===== src/rtl/biaspot_pkg.sv =====
package biaspot_pkg;

    localparam int TAP_W  = 8;
    localparam int REG_AW = 8;
    localparam int REG_DW = 8;

    typedef logic [TAP_W-1:0] tap_t;

    localparam tap_t TAP_TOP    = '1;
    localparam tap_t TAP_BOTTOM = '0;

    localparam logic [REG_AW-1:0] LATCH_ADDR = 8'h0F;
    localparam logic [REG_DW-1:0] LATCH_ON   = 8'h02;
    localparam logic [REG_DW-1:0] LATCH_OFF  = 8'h00;

    typedef enum logic [1:0] {
        LATCH_HOLD,
        LATCH_SET,
        LATCH_CLEAR
    } latch_op_e;

    // synchronized level plus the level one cycle earlier
    typedef struct packed {
        logic now;
        logic was;
    } sync_pair_t;

    function automatic logic pair_rise(sync_pair_t p);
        return p.now & ~p.was;
    endfunction

    function automatic logic pair_fall(sync_pair_t p);
        return ~p.now & p.was;
    endfunction

    function automatic tap_t tap_move(tap_t cur, logic up);
        if (up)
            return (cur == TAP_TOP) ? cur : cur + 1'b1;
        else
            return (cur == TAP_BOTTOM) ? cur : cur - 1'b1;
    endfunction

    function automatic latch_op_e latch_decode(logic wr,
                                               logic [REG_AW-1:0] addr,
                                               logic [REG_DW-1:0] data);
        if (!wr || addr != LATCH_ADDR)
            return LATCH_HOLD;
        if (data == LATCH_ON)
            return LATCH_SET;
        if (data == LATCH_OFF)
            return LATCH_CLEAR;
        return LATCH_HOLD;
    endfunction

endpackage


===== src/rtl/biaspot_sync.sv =====
module biaspot_sync
    import biaspot_pkg::*;
#(
    parameter int STAGES = 2
) (
    input  logic       clk,
    input  logic       rst,
    input  logic       din,
    output sync_pair_t pair
);

    logic [STAGES-1:0] chain;
    logic              last;

    for (genvar g = 0; g < STAGES; g++) begin : g_stage
        if (g == 0) begin : g_first
            always_ff @(posedge clk) begin
                if (rst) chain[g] <= 1'b0;
                else     chain[g] <= din;
            end
        end else begin : g_next
            always_ff @(posedge clk) begin
                if (rst) chain[g] <= 1'b0;
                else     chain[g] <= chain[g-1];
            end
        end
    end

    always_ff @(posedge clk) begin
        if (rst) last <= 1'b0;
        else     last <= chain[STAGES-1];
    end

    assign pair.now = chain[STAGES-1];
    assign pair.was = last;

endmodule


===== src/rtl/biaspot_wiper.sv =====
module biaspot_wiper
    import biaspot_pkg::*;
(
    input  logic       clk,
    input  logic       rst,
    input  tap_t       recall,
    input  sync_pair_t sclk_s,
    input  sync_pair_t cs_s,
    input  logic       cmp_bit,
    input  logic       busy,
    output tap_t       wiper
);

    logic step_en;
    assign step_en = pair_rise(sclk_s) & cs_s.now & ~busy;

    always_ff @(posedge clk) begin
        if (rst)
            wiper <= recall;
        else if (step_en)
            wiper <= tap_move(wiper, cmp_bit);
    end

    AST_SINGLE_TAP: assert property (@(posedge clk) disable iff (rst)
        (wiper != $past(wiper)) |->
            ((tap_t'(wiper - $past(wiper)) == tap_t'(1)) ||
             (tap_t'($past(wiper) - wiper) == tap_t'(1))));

    AST_NO_WRAP: assert property (@(posedge clk) disable iff (rst)
        !((wiper == TAP_BOTTOM && $past(wiper) == TAP_TOP) ||
          (wiper == TAP_TOP && $past(wiper) == TAP_BOTTOM)));

    AST_BUSY_FREEZE: assert property (@(posedge clk) disable iff (rst)
        busy |=> $stable(wiper));

endmodule


===== src/rtl/biaspot_store.sv =====
module biaspot_store
    import biaspot_pkg::*;
#(
    parameter int   WRITE_CYCLES = 16,
    parameter tap_t NV_INIT      = 8'h80
) (
    input  logic              clk,
    input  logic              rst,
    input  logic              sclk_level,
    input  sync_pair_t        cs_s,
    input  logic              bus_start,
    input  logic              bus_addr_only,
    input  logic              reg_wr,
    input  logic [REG_AW-1:0] reg_addr,
    input  logic [REG_DW-1:0] reg_data,
    input  tap_t              wiper,
    output tap_t              nv_value,
    output logic              busy
);

    localparam int CNT_W = $clog2(WRITE_CYCLES + 1);
    localparam logic [CNT_W-1:0] CNT_LOAD = CNT_W'(WRITE_CYCLES);

    logic             latch_q;
    logic             armed_q;
    logic [CNT_W-1:0] cnt_q;
    tap_t             nv_q = NV_INIT;   // non-volatile: untouched by reset
    latch_op_e        op;
    logic             cs_fall;
    logic             launch;

    assign op      = latch_decode(reg_wr, reg_addr, reg_data);
    assign cs_fall = pair_fall(cs_s);
    assign busy    = (cnt_q != '0);
    assign launch  = cs_fall & armed_q & latch_q & ~busy & ~sclk_level;

    always_ff @(posedge clk) begin
        if (rst) begin
            latch_q <= 1'b0;
            armed_q <= 1'b0;
            cnt_q   <= '0;
        end else begin
            unique case (op)
                LATCH_SET:   latch_q <= 1'b1;
                LATCH_CLEAR: latch_q <= 1'b0;
                default:     latch_q <= latch_q;
            endcase
            if (bus_start || cs_fall)
                armed_q <= 1'b0;
            else if (bus_addr_only && cs_s.now)
                armed_q <= 1'b1;
            if (launch)
                cnt_q <= CNT_LOAD;
            else if (busy)
                cnt_q <= cnt_q - 1'b1;
        end
    end

    always_ff @(posedge clk) begin
        if (!rst && launch)
            nv_q <= wiper;
    end

    assign nv_value = nv_q;

    AST_NV_NEEDS_LATCH: assert property (@(posedge clk) disable iff (rst)
        (nv_q != $past(nv_q)) |-> $past(latch_q));

    AST_NV_WRITE_BUSY: assert property (@(posedge clk) disable iff (rst)
        (nv_q != $past(nv_q)) |-> busy);

    AST_BUSY_NO_STORE: assert property (@(posedge clk) disable iff (rst)
        busy |=> $stable(nv_q));

    AST_START_DISARMS: assert property (@(posedge clk) disable iff (rst)
        bus_start |=> !armed_q);

endmodule


===== src/rtl/biaspot_ctrl.sv =====
module biaspot_ctrl
    import biaspot_pkg::*;
#(
    parameter int   WRITE_CYCLES = 16,
    parameter int   SYNC_STAGES  = 2,
    parameter tap_t NV_INIT      = 8'h80
) (
    input  logic              clk,
    input  logic              rst,
    input  logic              sclk_in,
    input  logic              csel_in,
    input  logic              cmp_bit,
    input  logic              shdn,
    input  logic              bus_start,
    input  logic              bus_addr_only,
    input  logic              reg_wr,
    input  logic [REG_AW-1:0] reg_addr,
    input  logic [REG_DW-1:0] reg_data,
    output logic [TAP_W-1:0]  wiper,
    output logic [TAP_W-1:0]  nv_value,
    output logic              busy,
    output logic              out_en,
    output logic              cmp_status
);

    sync_pair_t sclk_s;
    sync_pair_t cs_s;
    tap_t       wiper_w;
    tap_t       nv_w;
    logic       busy_w;

    biaspot_sync #(.STAGES(SYNC_STAGES)) u_sclk_sync (
        .clk (clk), .rst (rst), .din (sclk_in), .pair (sclk_s)
    );

    biaspot_sync #(.STAGES(SYNC_STAGES)) u_cs_sync (
        .clk (clk), .rst (rst), .din (csel_in), .pair (cs_s)
    );

    biaspot_wiper u_wiper (
        .clk     (clk),
        .rst     (rst),
        .recall  (nv_w),
        .sclk_s  (sclk_s),
        .cs_s    (cs_s),
        .cmp_bit (cmp_bit),
        .busy    (busy_w),
        .wiper   (wiper_w)
    );

    biaspot_store #(
        .WRITE_CYCLES (WRITE_CYCLES),
        .NV_INIT      (NV_INIT)
    ) u_store (
        .clk           (clk),
        .rst           (rst),
        .sclk_level    (sclk_s.now),
        .cs_s          (cs_s),
        .bus_start     (bus_start),
        .bus_addr_only (bus_addr_only),
        .reg_wr        (reg_wr),
        .reg_addr      (reg_addr),
        .reg_data      (reg_data),
        .wiper         (wiper_w),
        .nv_value      (nv_w),
        .busy          (busy_w)
    );

    always_ff @(posedge clk) begin
        if (rst) begin
            out_en     <= 1'b0;
            cmp_status <= 1'b0;
        end else begin
            out_en     <= ~shdn;
            cmp_status <= cmp_bit;
        end
    end

    assign wiper    = wiper_w;
    assign nv_value = nv_w;
    assign busy     = busy_w;

    AST_SHDN_OFF: assert property (@(posedge clk) disable iff (rst)
        shdn |=> !out_en);

endmodule


===== config.mk =====
export PLATFORM = sky130hd
export DESIGN_NAME = biaspot_ctrl
export DESIGN_NICKNAME = d
export VERILOG_FILES = /design/src/rtl/biaspot_pkg.sv /design/src/rtl/biaspot_sync.sv /design/src/rtl/biaspot_wiper.sv /design/src/rtl/biaspot_store.sv /design/src/rtl/biaspot_ctrl.sv
export SDC_FILE = /design/constraint.sdc
export NUM_CORES = 1
export LEC_CHECK = 0
export ABC_AREA = 1
export BUFFER_PORTS_ARGS = -buffer_cell sky130_fd_sc_hd__buf_2
export CAP_MARGIN = 20
export CORE_UTILIZATION = 51
export CTS_CLUSTER_DIAMETER = 60
export DETAILED_ROUTE_END_ITERATION = 10
export MAX_ROUTING_LAYER = met4
export PLACE_DENSITY = 0.78
export SYNTH_ARGS = -nofsm -noshare
export SYNTH_HDL_FRONTEND = slang
export SYNTH_SLANG_ARGS = --single-unit

===== constraint.sdc =====
create_clock -name clk -period 2.1 [get_ports clk]
set_input_delay 0 -clock clk [delete_from_list [all_inputs] [get_ports clk]]
set_output_delay 0 -clock clk [all_outputs]
set_load 0.02 [all_outputs]

==> impl_metrics.tcl <==
set metrics [dict create \
    status "finished clean" \
    die_x_microns 58.19 \
    placed_cells 279 \
    cp-start-kind "flip-flop" \
    ys_seq_area_share_pct 48.48 \
    antenna_found_initial 0 \
    setup_viol 0 \
    die-area_sq_um 3386 \
    final_cell_mix "nand2_1, buf_2, inv_1" \
    grt.overflow.total 0 \
    synth_flop_cell "edfxtp_1" \
    crit_buf_inv 2 \
    insertion_delay_ns 0.33 \
    ios 44 \
    max_clock_freq_mhz 591.4 \
    wl_per_cell_microns 11.04 \
    io_buffers 43 \
    finClkSkew_ns 0.005873 \
    cts_root_buffer "clkbuf_4" \
    seq_area_sq_um 780.7 \
    post-route-min-period_ns 1.691 \
    setup-tns-final_ns 0 \
    num-fill-cells 262 \
    setup_slack_ns 0.4091 \
    ant_nets 0 \
    drive_gt1_share_pct 24.60 \
    report.final.slew_viol_count 0 \
    criticalPathCategory "flip-flop to flip-flop" \
    yosys.area.top_type "edfxtp_1" \
    dpl_worst_slack_ns 0.4258 \
    route.vias.total 1402 \
    yosys_warnings 0 \
    initial_core_util_pct 53.18 \
    critPathMostFrequentCell "nand2_1" \
    hold_path_depth 2 \
    core_sq_um 3028 \
    hold_end "u_store.latch_q$_SDFFE_PP0P_" \
    design_area_sq_um 1993 \
    cp_top_family "simple AND/OR/NAND/NOR gates" \
    slowest_delay_ns 0.33 \
    timing.rr.end "u_wiper.wiper[6]$_DFFE_PP_" \
    ys_types 27 \
    cts_tree "yes" \
    slew_headroom_pct 72.55 \
    synth.area.top_cells "edfxtp_1, dfxtp_1, nand2_1" \
    grt_pass1_wl_microns 5658 \
    rows 20 \
    async_reset_ff_share_pct 0 \
    dp_hpwl_microns 2413 \
    path_clk_slew_ns 0.09 \
    hp-class "input port to flip-flop" \
    synth_top_area_share_pct 29.84 \
    worstPathArrival_ns 1.74 \
    critical_path.cell_chain "inv_1 -> ha_1 -> nand3_4 -> nor2_4 -> nand2_2 -> nand2_1 -> nand2_1 -> nor2_1 -> buf_4" \
    cap_violations 0 \
    critPathMaxFanout 7 \
    ir_drop_uv 792.0 \
    r2r_slack_ns 0.41 \
    worstSetupEndpointType "flip-flop" \
    tightest_slew_ns 0.4013 \
    syn_nets 225 \
    gp_congestion 0.8740 \
    hold_path_startpoint "rst" \
    syn-cell-area_sq_um 1610 \
    numCtsBuffers 5 \
    clock_sinks 31 \
    leakage_nw 0.9607 \
    multiInputGateArea_sq_um 714.4 \
    grt_max_degree 25 \
    drc 0 \
    track_usage_pct 23.19 \
    layout.cells.non_filler 292 \
    place_area_sq_um 1893 \
    totalWireLength_microns 3223 \
    p_per_area_nw_per_um2 822.7 \
    synthCells 191 \
    die_h_microns 58.19 \
    rsz0062_at_grt "no" \
    period_share_pct 80.52 \
    syn_to_final_growth_pct 23.78 \
    cts.path.max_buffers 2 \
    nets 281 \
    antenna_cells 0 \
    drt-initial-drc-count 75 \
    crit_path_top_delay_cell "dfxtp_1" \
    cts_resized 0 \
    vias_per_cell 4.801 \
    synth-seq-cells 31 \
    syn_avg_cell_area_sq_um 8.431 \
    final_hold_viol_count 0 \
    synth-edff-count 16 \
    reg2regPathDepth 9 \
    grt_pass1_vias 1369 \
    dr.pass1.iters 4 \
    cts-htree-levels 2 \
    final_common_cell "nand2_1" \
    cp_data_required_time_ns 2.15 \
    r2r_start "u_store.cnt_q[0]$_SDFFE_PP0P_" \
]
## sequential cells by signal, indices dropped and copies added, names as in the netlist
register	count
u_store.nv_value	8
out_en	1
u_sclk_sync.chain	1
u_store.cnt_q	5
u_store.latch_q	1
u_sclk_sync.pair	1
u_sclk_sync.last	1
u_wiper.wiper	8
cmp_status	1
u_store.armed_q	1
u_cs_sync.pair	1
u_cs_sync.last	1
u_cs_sync.chain	1
## cells in the mapped netlist (2+ instances only)
cell type and count:
nand4_1 3, nand3b_1 3, nand2_1 45, nor2_1 23, edfxtp_1 16, inv_2 2, a21oi_2 2, o21ai_0 4
ha_1 8, nor3_1 6, nand2_2 2, buf_2 2, a21oi_1 8, dfxtp_1 15, nand3_1 15, inv_1 26
## power by group
part	internal [W]	total, W	switching [W]	leakage [nW]
sequential	0.000703	0.000754	0.0000514	0.274
combinational	0.000221	0.000562	0.000342	0.657
clock	0.000130	0.000323	0.000193	0.0293
total	0.00105	0.00164	0.000586	0.961
## cell type report
| type | count | share of cell area, % |
|---|---|---|
| inverters | 28 | 5.273 |
| clock buffers | 7 | 2.260 |
| repair buffers | 51 | 14.44 |
| flip-flops and latches | 31 | 39.17 |
| clock inverters | 1 | 0.2511 |
| multi-input cells | 130 | 35.84 |
| well taps | 44 | 2.762 |
## layer usage
layer	track usage, %	part of all wire (%)	vias to the layer above
li1	-	-	733
met1	27.99	47	633
met2	36.78	47	28
met3	5.580	4.3	8
met4	10.54	1.9	0
met5	-	0	-
## worst max-delay path by stage
stage                                             start                            end  cells past startpoint
after floorplan           u_store.cnt_q[0]$_SDFFE_PP0P_     u_wiper.wiper[0]$_DFFE_PP_                      8
after global placement    u_store.cnt_q[0]$_SDFFE_PP0P_     u_wiper.wiper[7]$_DFFE_PP_                      9
after detailed placement  u_store.cnt_q[0]$_SDFFE_PP0P_     u_wiper.wiper[7]$_DFFE_PP_                      9
after CTS                 u_store.cnt_q[0]$_SDFFE_PP0P_     u_wiper.wiper[6]$_DFFE_PP_                      9
after global routing      u_store.cnt_q[0]$_SDFFE_PP0P_  u_store.nv_value[7]$_DFFE_PP_                      7
final                     u_store.cnt_q[0]$_SDFFE_PP0P_     u_wiper.wiper[6]$_DFFE_PP_                      9
## worst register-to-register path, delay by kind of cell, from the launching register on
kind                     cells  cell delay, ns
AND/OR/NAND/NOR              6            0.59
flip-flops                   1            0.33
buffers and inverters        2            0.25
adder cells (fa/ha/maj)      1            0.23
## logic make-up (layout without fill, tap and decap cells)
group	count (synthesis)	after routing	share of synthesized area (%)
and+or+nand+nor	103	103	29.99
DFF	31	31	48.48
buffers and inverters	30	87	7.148
AOI/OAI and AO/OA	16	16	5.828
adders and majority gates	9	9	7.460
xor gates and xnor gates	2	2	1.088
## metrics by stage
step,total power [W],hold WS [ns],util (%)
CTS,0.001653,0.07872,65.83
floorplan,0.001188,0.06669,-
detailed placement,0.001324,0.1539,62.52
global placement,0.001308,0.1523,62.52
global route,0.001761,0.09922,65.83
finish,0.001640,0.08653,65.83
## timing repair
action                                 4_1_cts  5_1_grt
endpoints found under the hold margin        4        0
hold buffers                                 5        0
buffers inserted                             0        0
Note: power is estimated with default switching activity, not from simulation.
